$ cat config.mk
export PLATFORM = sky130hd
export DESIGN_NAME = frame_pass_qual
export DESIGN_NICKNAME = d
export VERILOG_FILES = /design/src/rtl/fpq_pkg.sv /design/src/rtl/fpq_geom.sv /design/src/rtl/fpq_wdog.sv /design/src/rtl/frame_pass_qual.sv
export SDC_FILE = /design/constraint.sdc
export NUM_CORES = 1
export LEC_CHECK = 0
export BUFFER_PORTS_ARGS = -buffer_cell sky130_fd_sc_hd__buf_2
export CAP_MARGIN = 40
export CORE_ASPECT_RATIO = 2
export CORE_UTILIZATION = 39
export CTS_CLUSTER_DIAMETER = 40
export CTS_CLUSTER_SIZE = 14
export DETAILED_ROUTE_END_ITERATION = 10
export GPL_TIMING_DRIVEN = 0
export PLACE_DENSITY_LB_ADDON = 0.25
export REMOVE_ABC_BUFFERS = 1
export SYNTH_ARGS = -nofsm -noshare
export SYNTH_HDL_FRONTEND = slang
export SYNTH_SLANG_ARGS = --single-unit
$ cat constraint.sdc
create_clock -name clk -period 5.75 [get_ports clk]
set_clock_uncertainty 0.05 [all_clocks]
set_input_delay 0.2875 -clock clk [delete_from_list [all_inputs] [get_ports clk]]
set_output_delay 0.2875 -clock clk [all_outputs]
set_load 0.01 [all_outputs]
$ cat src/rtl/fpq_pkg.sv
package fpq_pkg;
  localparam int THR_W = 2;

  typedef logic [THR_W-1:0] thr_t;

  typedef struct packed {
    thr_t thr;
    logic chk_lines;
    logic chk_size;
    logic par_mode;
    logic wdog_dis;
    logic discard;
  } fpq_cfg_t;
endpackage

$ cat src/rtl/fpq_geom.sv
module fpq_geom #(
  parameter int PIX_W = 12,
  parameter int LIN_W = 12
) (
  input  logic clk,
  input  logic rst_n,
  input  logic en_i,
  input  logic fs_i,
  input  logic fe_i,
  input  logic lv_i,
  input  logic pix_i,
  input  logic chk_size_i,
  input  logic chk_lines_i,
  output logic size_chg_o,
  output logic lines_chg_o
);
  localparam logic [PIX_W-1:0] PIX_MAX = '1;
  localparam logic [LIN_W-1:0] LIN_MAX = '1;

  logic             lv_q, lv_n;
  logic [PIX_W-1:0] pix_q, pix_n, sref_q, sref_n;
  logic [LIN_W-1:0] lcnt_q, lcnt_n, lref_q, lref_n;
  logic             sok_q, sok_n, lok_q, lok_n;
  logic             line_end;

  assign line_end    = lv_q & ~lv_i;
  assign size_chg_o  = line_end & chk_size_i & sok_q & (pix_q != sref_q);
  assign lines_chg_o = fe_i & chk_lines_i & lok_q & (lcnt_q != lref_q);

  always_comb begin
    lv_n   = en_i & lv_i;
    pix_n  = pix_q;
    sref_n = sref_q;
    sok_n  = sok_q;
    lcnt_n = lcnt_q;
    lref_n = lref_q;
    lok_n  = lok_q;
    if (!en_i) begin
      pix_n  = '0;
      sref_n = '0;
      sok_n  = 1'b0;
      lcnt_n = '0;
      lref_n = '0;
      lok_n  = 1'b0;
    end else begin
      if (line_end) begin
        sref_n = pix_q;
        sok_n  = 1'b1;
        pix_n  = '0;
      end else if (lv_i && pix_i && pix_q != PIX_MAX) begin
        pix_n = pix_q + 1'b1;
      end
      if (fe_i) begin
        lref_n = lcnt_q;
        lok_n  = 1'b1;
      end
      if (fs_i) begin
        lcnt_n = '0;
      end else if (line_end && lcnt_q != LIN_MAX) begin
        lcnt_n = lcnt_q + 1'b1;
      end
    end
  end

  always_ff @(posedge clk or negedge rst_n) begin
    if (!rst_n) begin
      lv_q   <= 1'b0;
      pix_q  <= '0;
      sref_q <= '0;
      sok_q  <= 1'b0;
      lcnt_q <= '0;
      lref_q <= '0;
      lok_q  <= 1'b0;
    end else begin
      lv_q   <= lv_n;
      pix_q  <= pix_n;
      sref_q <= sref_n;
      sok_q  <= sok_n;
      lcnt_q <= lcnt_n;
      lref_q <= lref_n;
      lok_q  <= lok_n;
    end
  end


  size_ref_chk: assert property (@(posedge clk) disable iff (!rst_n)
    (en_i && line_end) |=> sok_q);
endmodule

$ cat src/rtl/fpq_wdog.sv
module fpq_wdog #(
  parameter int CNT_W = 16
) (
  input  logic clk,
  input  logic rst_n,
  input  logic en_i,
  input  logic arm_i,
  input  logic fe_i,
  output logic fire_o
);
  localparam logic [CNT_W-1:0] CNT_MAX = '1;

  logic [CNT_W-1:0] wcnt_q, wcnt_n, per_q, per_n;
  logic             seen_q, seen_n, pok_q, pok_n;

  assign fire_o = arm_i & pok_q & ({1'b0, wcnt_q} > {per_q, 1'b0});

  always_comb begin
    wcnt_n = wcnt_q;
    per_n  = per_q;
    seen_n = seen_q;
    pok_n  = pok_q;
    if (!en_i) begin
      wcnt_n = '0;
      per_n  = '0;
      seen_n = 1'b0;
      pok_n  = 1'b0;
    end else if (fe_i) begin
      per_n  = wcnt_q;
      pok_n  = seen_q;
      seen_n = 1'b1;
      wcnt_n = '0;
    end else if (wcnt_q != CNT_MAX) begin
      wcnt_n = wcnt_q + 1'b1;
    end
  end

  always_ff @(posedge clk or negedge rst_n) begin
    if (!rst_n) begin
      wcnt_q <= '0;
      per_q  <= '0;
      seen_q <= 1'b0;
      pok_q  <= 1'b0;
    end else begin
      wcnt_q <= wcnt_n;
      per_q  <= per_n;
      seen_q <= seen_n;
      pok_q  <= pok_n;
    end
  end


  wd_measure_chk: assert property (@(posedge clk) disable iff (!rst_n)
    (pok_q && !$past(pok_q)) |-> $past(fe_i));
endmodule

$ cat src/rtl/frame_pass_qual.sv
module frame_pass_qual
  import fpq_pkg::*;
#(
  parameter int PIX_W = 12,
  parameter int LIN_W = 12,
  parameter int CNT_W = 16
) (
  input  logic       clk,
  input  logic       rst_n,
  input  logic       lock_i,
  input  logic       fs_i,
  input  logic       fe_i,
  input  logic       lv_i,
  input  logic       pix_i,
  input  logic       par_err_i,
  input  logic [1:0] thr_i,
  input  logic       chk_lines_i,
  input  logic       chk_size_i,
  input  logic       par_mode_i,
  input  logic       wdog_dis_i,
  input  logic       discard_en_i,
  input  logic       pkt_vld_i,
  output logic       pass_o,
  output logic       pkt_vld_o
);
  fpq_cfg_t cfg;
  logic     size_chg, lines_chg, wd_fire, wd_arm;
  logic     perr_hard, clr;
  thr_t     gcnt_q, gcnt_n;
  logic     qual_q, qual_n, fbad_q, fbad_n, pass_q, pass_n;

  assign cfg = '{thr: thr_i, chk_lines: chk_lines_i, chk_size: chk_size_i,
                 par_mode: par_mode_i, wdog_dis: wdog_dis_i, discard: discard_en_i};

  assign wd_arm = ~cfg.wdog_dis & (cfg.thr != '0);

  fpq_geom #(.PIX_W(PIX_W), .LIN_W(LIN_W)) u_geom (
    .clk(clk), .rst_n(rst_n), .en_i(lock_i), .fs_i(fs_i), .fe_i(fe_i),
    .lv_i(lv_i), .pix_i(pix_i), .chk_size_i(cfg.chk_size),
    .chk_lines_i(cfg.chk_lines), .size_chg_o(size_chg), .lines_chg_o(lines_chg)
  );

  fpq_wdog #(.CNT_W(CNT_W)) u_wdog (
    .clk(clk), .rst_n(rst_n), .en_i(lock_i), .arm_i(wd_arm), .fe_i(fe_i),
    .fire_o(wd_fire)
  );

  assign perr_hard = par_err_i & cfg.par_mode;
  assign clr       = size_chg | lines_chg | perr_hard | wd_fire;

  always_comb begin
    gcnt_n = gcnt_q;
    qual_n = qual_q;
    fbad_n = fbad_q;
    if (fs_i) fbad_n = 1'b0;
    if (size_chg || perr_hard) fbad_n = 1'b1;
    if (!lock_i) begin
      gcnt_n = '0;
      qual_n = 1'b0;
      fbad_n = 1'b0;
    end else if (clr) begin
      gcnt_n = '0;
      qual_n = 1'b0;
    end else if (cfg.thr == '0) begin
      qual_n = 1'b1;
    end else if (fe_i && !fbad_q) begin
      if (gcnt_q != '1) gcnt_n = gcnt_q + 1'b1;
      if (gcnt_n >= cfg.thr) qual_n = 1'b1;
    end
    pass_n = qual_n & ~(par_err_i & ~cfg.par_mode);
  end

  always_ff @(posedge clk or negedge rst_n) begin
    if (!rst_n) begin
      gcnt_q <= '0;
      qual_q <= 1'b0;
      fbad_q <= 1'b0;
      pass_q <= 1'b0;
    end else begin
      gcnt_q <= gcnt_n;
      qual_q <= qual_n;
      fbad_q <= fbad_n;
      pass_q <= pass_n;
    end
  end

  assign pass_o    = pass_q;
  assign pkt_vld_o = pkt_vld_i & (~cfg.discard | pass_q);


  lock_drop_chk: assert property (@(posedge clk) disable iff (!rst_n)
    !lock_i |=> !pass_o);

  par_soft_chk: assert property (@(posedge clk) disable iff (!rst_n)
    (par_err_i && !par_mode_i) |=> !pass_o);

  par_hard_chk: assert property (@(posedge clk) disable iff (!rst_n)
    (par_err_i && par_mode_i) |=> !qual_q);

  size_drop_chk: assert property (@(posedge clk) disable iff (!rst_n)
    size_chg |=> !pass_o);

  wdog_drop_chk: assert property (@(posedge clk) disable iff (!rst_n)
    wd_fire |=> !pass_o);

  rise_cause_chk: assert property (@(posedge clk) disable iff (!rst_n)
    ($rose(pass_o) && thr_i != 2'd0 && $past(thr_i) != 2'd0) |-> ($past(fe_i) || $past(qual_q)));
endmodule

==> flow_summary.json, run 1 <==
{
  "worstHoldEndpoint": "pass_o",
  "async_flop_share": 1.00,
  "power.density_nw_per_um2": 248,
  "r2r_end": "pass_o",
  "hp-start": "par_err_i",
  "clk-insertion-delay-late_ps": 340,
  "holdBufCountCts": 1,
  "leakagePower_nw": 2.49,
  "synth_edf_count": 0,
  "cp-end-kind": "flop",
  "synth_cell_types": 47,
  "grt_max_degree": 47,
  "period_minus_slack_ps": 2270,
  "drt_iter0_markers": 113,
  "status": "finished clean",
  "vias": 3520,
  "drc": 0,
  "r2r_start": "u_wdog.wcnt_q[12]",
  "antenna_cells": 0,
  "ys_seq_area_frac": 0.462,
  "initial_core_util": 0.398,
  "grt_usage": 0.180,
  "synth_area_um2": 4820,
  "clk_path_buf_depth": 2,
  "place_congestion": 0.779,
  "hold_depth": 2,
  "cts_setup_buffers": 0,
  "place.detailed.hpwl_um": 7520,
  "r2r_slack_ps": 3480,
  "nets": 544,
  "drt_wl_total_um": 10400,
  "crit_type": "reg -> reg",
  "area_growth_pct": 11.6,
  "cts.sink_count": 89,
  "cts_tree": "yes",
  "final_cell_mix": "dfrtp_1, nor2_1, nand2_1, xor2_1, mux2i_1",
  "required_ps": 5910,
  "cp.arrival_ps": 2430,
  "yosys.area.top_type": "dfrtp_1",
  "dieArea_um2": 12800,
  "dieHeight_um": 159,
  "mostFrequentLayoutCell": "dfrtp_1",
  "rows": 57,
  "grt_antenna_before_repair": 0,
  "reg2regPathDepth": 6,
  "ys_ff_latch": 89,
  "dr.pass1.iters": 4,
  "clockRootBuffer": "clkbuf_16",
  "max_slew_margin": 0.528,
  "core-area_um2": 12100,
  "fin_total_pwr_mw": 1.34,
  "cts.htree.levels": 3,
  "fin_ws_ps": 3480,
  "ir_drop_mv": 0.153,
  "pre_cts_slack_ps": 3420,
  "synthCells": 496,
  "post_cts_resized": 0,
  "fin_tns_setup_ps": 0,
  "hold_viol_final": 0,
  "cts.clk_slew.worst_paths_ps": 60,
  "avgViaCountPerCell": 5.34,
  "final_layout_size_suffix_gt1_frac": 0.0859,
  "worstSetupStartpointType": "flop",
  "fin_util": 0.444,
  "grt_first_pass_wirelength_um": 17600,
  "die_w_um": 80.6,
  "period_share": 0.396,
  "worst_pin_slew_ps": 701,
  "fmaxAchievable_mhz": 440,
  "drv_slew": 0,
  "cts-buffers-inserted": 9,
  "netlist.area_leader.share": 0.462,
  "hold_class": "in -> reg",
  "routedWlPerCell_um": 15.8,
  "finalSetupViolCount": 0,
  "rsz0062_at_grt": "no",
  "yosys_warnings": 0,
  "overflow": 0,
  "drtAntennaViolNets": 0,
  "syn_area_per_cell_um2": 9.72,
  "cp_max_fo": 6,
  "synthTopCellsByArea": "dfrtp_1, xor2_1, mux2i_1, nor2_1, ha_1",
  "ys.flop_type": "dfrtp_1",
  "maxCapViolations": 0,
  "pin_count": 18,
  "port_buffers": 17,
  "grt_pass1_vias": 3638
}
worst max path at each step:
stage | startpoint | to | slack, ps | cells past startpoint
2_1_floorplan | u_wdog.wcnt_q[15] | pass_o | 3870 | 6
3_3_place_gp | lv_i | u_geom.lcnt_q[11] | 3340 | 6
3_5_place_dp | u_wdog.wcnt_q[12] | pass_o | 3420 | 6
4_1_cts | u_wdog.wcnt_q[12] | pass_o | 3410 | 6
5_1_grt | u_wdog.wcnt_q[12] | pass_o | 3210 | 6
6_report | u_wdog.wcnt_q[12] | pass_o | 3480 | 6
synthesized netlist by cell type, types with 2 or more instances:
cell and number:
and3_1 3, buf_2 5, a41o_1 2, xor2_1 35, and2_1 2, nor3_1 10, o2111ai_1 3, a21o_1 2
o21ai_0 5, nor4_1 13, a21oi_1 25, a2111oi_2 2, or2_2 2, nor2_1 76, nor4b_1 2, dfrtp_1 89
xnor2_1 23, nand3_1 13, nor2b_1 3, ha_1 20, clkbuf_1 10, nand2b_1 8, a31oi_1 2, nor3b_1 2
a311oi_1 4, nand4_1 11, nand2_1 42, and4_1 6, mux2i_1 30, buf_1 3, inv_1 27
flip-flops by register name, indices dropped and copies added, names as in the netlist:
| signal | count |
|---|---|
| u_geom.lok_q | 1 |
| gcnt_q | 2 |
| u_geom.sref_q | 12 |
| fbad_q | 1 |
| u_wdog.pok_q | 1 |
| u_geom.sok_q | 1 |
| u_wdog.wcnt_q | 16 |
| pass_o | 1 |
| u_geom.pix_q | 12 |
| u_geom.lcnt_q | 12 |
| u_geom.lref_q | 12 |
| u_geom.lv_q | 1 |
| qual_q | 1 |
| u_wdog.per_q | 16 |
layer usage:
metal	vias up	wire [µm]	global-route usage
met3	17	149	0.0264
met5	-	0	0
met1	1751	4090	0.197
met2	32	5920	0.331
li1	1720	-	-
met4	0	254	0.0755
per-stage QoR:
stage,instances,hold slack [ps],instance area (µm²)
finish,659,140,5380
global route,659,136,5380
CTS,659,132,5380
detailed placement,643,293,5060
global placement,640,435,5000
floorplan,476,-58.1,4730
worst max-delay path, stage by stage (launching register included):
cell       delay (ps)
dfrtp_1           450
ha_1              340
nand4_1           190
nor4_1            390
a2111o_1          200
a31oi_1            80
a2111oi_2         450
power by group:
group | switching (mW) | internal, mW | leakage (nW)
clock network | 0.233 | 0.390 | 0.153
registers | 0.00536 | 0.632 | 1.24
logic | 0.0498 | 0.0250 | 1.11
area by class of cell:
type	count	area [µm²]
multi-input cells	359	2400
well taps	147	184
repair buffers	21	153
inverters	28	106
flip-flops and latches	89	2230
clock buffers	12	246
fillers	1223	6740
clock inverters	3	65.1
logic make-up (layout without fill, tap and decap cells):
kind of cell / Yosys count / after routing / share of synthesized area
compound gates: 50 / 50 / 0.0690
xor+xnor: 58 / 58 / 0.105
fa+ha+maj: 20 / 20 / 0.0519
buf+inv: 48 / 64 / 0.0405
flops: 89 / 89 / 0.462
mux: 30 / 30 / 0.0623
simple gates: 201 / 201 / 0.209
Power figures use the tool's default switching activity.
==> run 2: changes to the inputs <==
Settings changed: ABC_AREA set to 1.
Clock period 5.75 ns to 2.31 ns, I/O delays scaled along.
==> flow_summary.json, run 2 <==
{
  "fillers": 1222,
  "fin_util": 0.456,
  "cpPeakStageDelay_ps": 400,
  "worst-path-stages": 10,
  "vias": 4138,
  "avgViaCountPerCell": 5.20,
  "maxCapViolations": 0,
  "p_comb_frac": 0.063,
  "routedWlPerCell_um": 14.7,
  "worst_pin_slew_ps": 548,
  "synth_cell_types": 38,
  "ir_drop_mv": 0.360,
  "r2r_slack_ps": 390,
  "overflow": 0,
  "grt_usage": 0.196,
  "final_layout_size_suffix_gt1_frac": 0.102,
  "initial_core_util": 0.401,
  "hold_slack_ps": 12.9,
  "area_growth_pct": 13.5,
  "largest_registers": "u_wdog.per_q: 16 flops, u_wdog.wcnt_q: 16 flops",
  "status": "finished clean",
  "worstSetupStartpointType": "flop",
  "r2r_end": "u_geom.lcnt_q[9]",
  "fin_total_pwr_mw": 3.50,
  "dieHeight_um": 160,
  "rsz0062_at_grt": "no",
  "clockRootBuffer": "clkbuf_16",
  "netlist.area_leader.share": 0.455,
  "dieArea_um2": 13000,
  "drt_iter0_markers": 208,
  "cts-buffers-inserted": 9,
  "place_congestion": 0.850,
  "place_area_um2": 5180,
  "dp.cells": 777,
  "fmaxAchievable_mhz": 521,
  "nets": 680,
  "pre_cts_slack_ps": 159,
  "hold_viol_final": 0,
  "cts.htree.levels": 3,
  "synthCells": 621,
  "drc": 0,
  "power.switching_mw": 0.807,
  "place.detailed.hpwl_um": 8530,
  "drv_slew": 0,
  "synth_edf_count": 0,
  "crit_end": "u_geom.lcnt_q[9]",
  "grt_pass1_vias": 4351,
  "power.density_nw_per_um2": 630,
  "port_buffers": 17,
  "yosysMostFrequentCell": "nand2_1",
  "synth_area_um2": 4900,
  "reg2regPathDepth": 10,
  "fin_ws_ps": 392,
  "yosys.area.top_type": "dfrtp_1",
  "grt_max_degree": 65,
  "rows": 57,
  "ys_top_cells_by_count": "nand2_1, inv_1, dfrtp_1",
  "p_int_mw": 2.70,
  "syn_area_per_cell_um2": 7.88,
  "drt_wl_total_um": 11700,
  "p_sw_frac": 0.230,
  "async_flop_share": 1.00,
  "mostFrequentLayoutCell": "nand2_1",
  "ys_seq_area_frac": 0.455,
  "critPathLaunch": "u_geom.lcnt_q[1]",
  "yosys_warnings": 0,
  "path_cells": "ha_1 -> nand3_1 -> nor3_4 -> nand3_2 -> nand2_2 -> nand2_2 -> nand3_1 -> nand2_1 -> nand2_1 -> nor2_1",
  "seq_power_share": 0.452,
  "drtAntennaViolNets": 0,
  "cp_max_fo": 11,
  "fin_tns_setup_ps": 0,
  "antenna_cells": 0,
  "r2r_start": "u_geom.lcnt_q[1]",
  "cpMaxStageDelayCell": "dfrtp_1",
  "core-area_um2": 12200,
  "die_w_um": 81.2,
  "clkPwrFrac": 0.484,
  "hold_class": "in -> reg",
  "period_minus_slack_ps": 1920,
  "crit_family": "simple AND/OR/NAND/NOR gates",
  "grt_antenna_before_repair": 0,
  "ys_ff_latch": 89,
  "ys.flop_type": "dfrtp_1",
  "required_ps": 2500,
  "final_cell_mix": "nand2_1, inv_1, dfrtp_1, nor2_1",
  "max_slew_margin": 0.634,
  "period_share": 0.830,
  "grt_first_pass_wirelength_um": 19700,
  "critPathBufInv": 0,
  "crit_type": "reg -> reg",
  "clk_path_buf_depth": 2,
  "dr.pass1.iters": 4,
  "clk-insertion-delay-late_ps": 350,
  "final_cells": 796,
  "leakagePower_nw": 2.61,
  "cp-end-kind": "flop",
  "final_cell_area_um2": 5560,
  "cts_setup_buffers": 0,
  "pin_count": 18,
  "synthTopCellsByArea": "dfrtp_1, nand2_1, inv_1, ha_1, nor2_1",
  "cp.arrival_ps": 2110,
  "cts.sink_count": 89,
  "cts.clk_slew.worst_paths_ps": 70,
  "finalSetupViolCount": 0,
  "cts_tree": "yes"
}
run 2: changes by cell type in the layout (fill, tap and decap cells not counted), sizes merged, moves of 11 or more:
cell,before,now
xnor2,23,11
nand3,13,40
xor2,35,2
o22ai,0,18
inv,27,100
o21ai,5,48
a21oi,25,36
mux2i,30,0
nor2,76,64
nand2,43,137
run 2: metal layers:
| layer | GRT usage | share of wire | vias up |
|---|---|---|---|
| met4 | 0.0958 | 0.031 | 0 |
| met3 | 0.0335 | 0.027 | 31 |
| met2 | 0.349 | 0.53 | 69 |
| met5 | 0 | 0 | - |
| met1 | 0.216 | 0.41 | 1974 |
| li1 | - | - | 2064 |
run 2: area by class of cell:
type / instances / area (µm²) / share of cell area
Clock buffer: 9 / 225 / 0.0405
Tap cell: 147 / 184 / 0.0331
Clock inverter: 7 / 119 / 0.0214
Multi-Input combinational cell: 420 / 2250 / 0.404
Timing Repair Buffer: 24 / 183 / 0.0329
Inverter: 100 / 375 / 0.0675
Sequential cell: 89 / 2230 / 0.401
run 2: tightest hold or removal path: stages:
cell    delay, ps
buf_2          90
inv_1          30
nor2_1         80
nor2_1         50
run 2: what timing repair did:
action / in CTS / in global routing
hold buffers: 3 / 0
resized for setup: 0 / 1
endpoints found under the hold margin: 27 / 0
setup endpoints to repair: 0 / 15
run 2: power groups by stage:
stage,sequential [mW],clock [mW],combinational [mW]
5_1_grt,1.59,1.77,0.255
3_5_place_dp,1.61,0,0.221
2_1_floorplan,1.61,0,0.106
3_3_place_gp,1.61,0,0.204
6_report,1.59,1.70,0.221
4_1_cts,1.59,1.71,0.226
run 2: cell families (layout without fill, tap and decap cells):
kind of cell,count (synthesis),after routing,synth area share
XOR/XNOR,13,13,0.0233
flip-flops,89,89,0.455
adder cells (fa/ha/maj),20,20,0.0511
AO/OA/AOI/OAI,115,115,0.130
buffers and inverters,112,140,0.0879
AND/OR/NAND/NOR,272,272,0.253
run 2: how the worst min path moves through the flow:
| stage | to | slack, ps | start | cells after the start |
|---|---|---|---|---|
| 2_1_floorplan | fbad_q | -230 | rst_n | 0 |
| 3_3_place_gp | u_geom.lv_q | 300 | lv_i | 3 |
| 3_5_place_dp | u_wdog.per_q[6] | 10 | rst_n | 1 |
| 4_1_cts | pass_o | 10 | par_err_i | 4 |
| 5_1_grt | pass_o | 30 | par_err_i | 4 |
| 6_report | pass_o | 10 | par_err_i | 4 |
==> run 3: changes to the inputs <==
Clock period 2.31 ns to 1.9 ns, I/O delays scaled along.
==> flow_summary.json, run 3 (synthesis gave the netlist of run 2 again) <==
{
  "drv_slew": 0,
  "place.detailed.hpwl_um": 8530,
  "cts_tree": "yes",
  "cts.clk_slew.worst_paths_ps": 70,
  "drtAntennaViolNets": 0,
  "worstSetupStartpointType": "flop",
  "clk-insertion-delay-late_ps": 350,
  "rows": 57,
  "cp_max_fo": 8,
  "fmaxAchievable_mhz": 551,
  "p_comb_frac": 0.068,
  "cts.sink_count": 89,
  "finalSetupViolCount": 0,
  "clockRootBuffer": "clkbuf_16",
  "grt_pass1_vias": 4364,
  "p_sw_frac": 0.230,
  "power.switching_mw": 0.986,
  "status": "finished clean",
  "dieHeight_um": 160,
  "largest_registers": "u_wdog.per_q: 16 flops, u_wdog.wcnt_q: 16 flops",
  "mostFrequentLayoutCell": "nand2_1",
  "port_buffers": 17,
  "fillers": 1194,
  "cpPeakStageDelay_ps": 390,
  "overflow": 0,
  "area_growth_pct": 17.8,
  "critPathLaunch": "u_wdog.wcnt_q[1]",
  "dr.pass1.iters": 4,
  "grt_first_pass_wirelength_um": 19700,
  "grt_max_degree": 65,
  "avgViaCountPerCell": 5.23,
  "seq_power_share": 0.450,
  "vias": 4264,
  "final_cell_area_um2": 5770,
  "initial_core_util": 0.401,
  "final_cell_mix": "nand2_1, inv_1, dfrtp_1, nor2_1, o21ai_0",
  "cp.arrival_ps": 2030,
  "path_cells": "ha_2 -> nand3_2 -> nor2_4 -> nand3_4 -> nor2_8 -> nand2_4 -> nand3_2 -> o21ai_1 -> a21oi_1",
  "core-area_um2": 12200,
  "drt_iter0_markers": 180,
  "required_ps": 2120,
  "cp-end-kind": "flop",
  "cp_common_cell": "nand3_2",
  "clkPwrFrac": 0.482,
  "period_minus_slack_ps": 1810,
  "r2r_start": "u_wdog.wcnt_q[1]",
  "dieArea_um2": 13000,
  "final_cells": 815,
  "ir_drop_mv": 0.438,
  "final_layout_size_suffix_gt1_frac": 0.141,
  "crit_type": "reg -> reg",
  "die_w_um": 81.2,
  "hold_viol_final": 0,
  "cpMaxStageDelayCell": "dfrtp_1",
  "place_area_um2": 5180,
  "p_int_mw": 3.29,
  "grt_usage": 0.196,
  "power.density_nw_per_um2": 742,
  "place_congestion": 0.850,
  "maxCapViolations": 0,
  "hp-start": "fe_i",
  "hold_class": "in -> reg",
  "period_share": 0.954,
  "routedWlPerCell_um": 14.9,
  "drt_wl_total_um": 12100,
  "drc": 0,
  "hold_slack_ps": 58.2,
  "pin_count": 18,
  "worst_pin_slew_ps": 569,
  "clk_path_buf_depth": 2,
  "leakagePower_nw": 2.72,
  "grt_antenna_before_repair": 0,
  "antenna_cells": 0,
  "dp.cells": 777,
  "nets": 699,
  "cts-buffers-inserted": 9,
  "cts.htree.levels": 3,
  "max_slew_margin": 0.620
}
run 3: cell types whose count changed in the layout (fill, tap and decap cells not counted), moves of 3 or more:
cell     delta
buf_4      +18
ha_1        -3
ha_2        +3
nand3_1     -4
nand3_2     +3
run 3: power by group through the flow:
| stage | sequential, mW | clock (mW) | combinational (mW) |
|---|---|---|---|
| after floorplan | 1.96 | 0 | 0.128 |
| after global placement | 1.96 | 0 | 0.247 |
| after detailed placement | 1.96 | 0 | 0.269 |
| after CTS | 1.93 | 2.08 | 0.279 |
| after global routing | 1.93 | 2.16 | 0.331 |
| final | 1.93 | 2.06 | 0.290 |
run 3: cell type report:
type | count | area, µm² | share of cell area
clock buffers | 9 | 225 | 0.0390
flip-flops and latches | 89 | 2230 | 0.386
multi-input cells | 420 | 2310 | 0.400
repair buffers | 43 | 328 | 0.0568
well taps | 147 | 184 | 0.0319
clock inverters | 7 | 119 | 0.0206
inverters | 100 | 375 | 0.0651
run 3: timing repair:
item / in CTS / in global routing
setup endpoints to repair: 19 / 36
hold endpoints to repair: 27 / 0
resized for setup: 2 / 14
hold buffers: 4 / 0
buffers inserted: 0 / 18
pin swaps: 0 / 6
run 3: stage by stage:
stage | util | setup TNS (ps) | setup WS (ps) | total power [mW]
CTS | 0.457 | 0 | 38.7 | 4.29
global placement | 0.419 | -65880 | -1330 | 2.21
detailed placement | 0.425 | -3880 | -251 | 2.23
global route | 0.473 | -94.7 | -25.1 | 4.42
floorplan | - | 0 | 183 | 2.09
finish | 0.473 | 0 | 86.7 | 4.28
run 3: path summary, 6_finish.rpt:
check / to / slack (ps) / depth (start not counted)
worst min-delay path: u_wdog.per_q[2] / 60 / 3
max in group asynchronous: u_geom.pix_q[1] / 970 / 3
worst min register to register: u_geom.sref_q[6] / 450 / 2
min in group asynchronous: u_wdog.wcnt_q[6] / 160 / 2
worst max register to register: u_wdog.wcnt_q[11] / 90 / 9
worst max-delay path: u_wdog.wcnt_q[11] / 90 / 9
run 3: worst max-delay path: cells and delay by family, from the launching register on:
family                   cells  cell delay, ps
adder cells (fa/ha/maj)      1             240
AO/OA/AOI/OAI                2             190
flip-flops                   1             390
AND/OR/NAND/NOR              6             850
run 3: per-layer routing:
metal  up-vias  wire length, µm  global-route usage
li1       2103                -                   -
met4         0              310              0.0950
met3        25              316              0.0330
met5         -                0                   0
met2        84             6600               0.350
met1      2052             4880               0.217
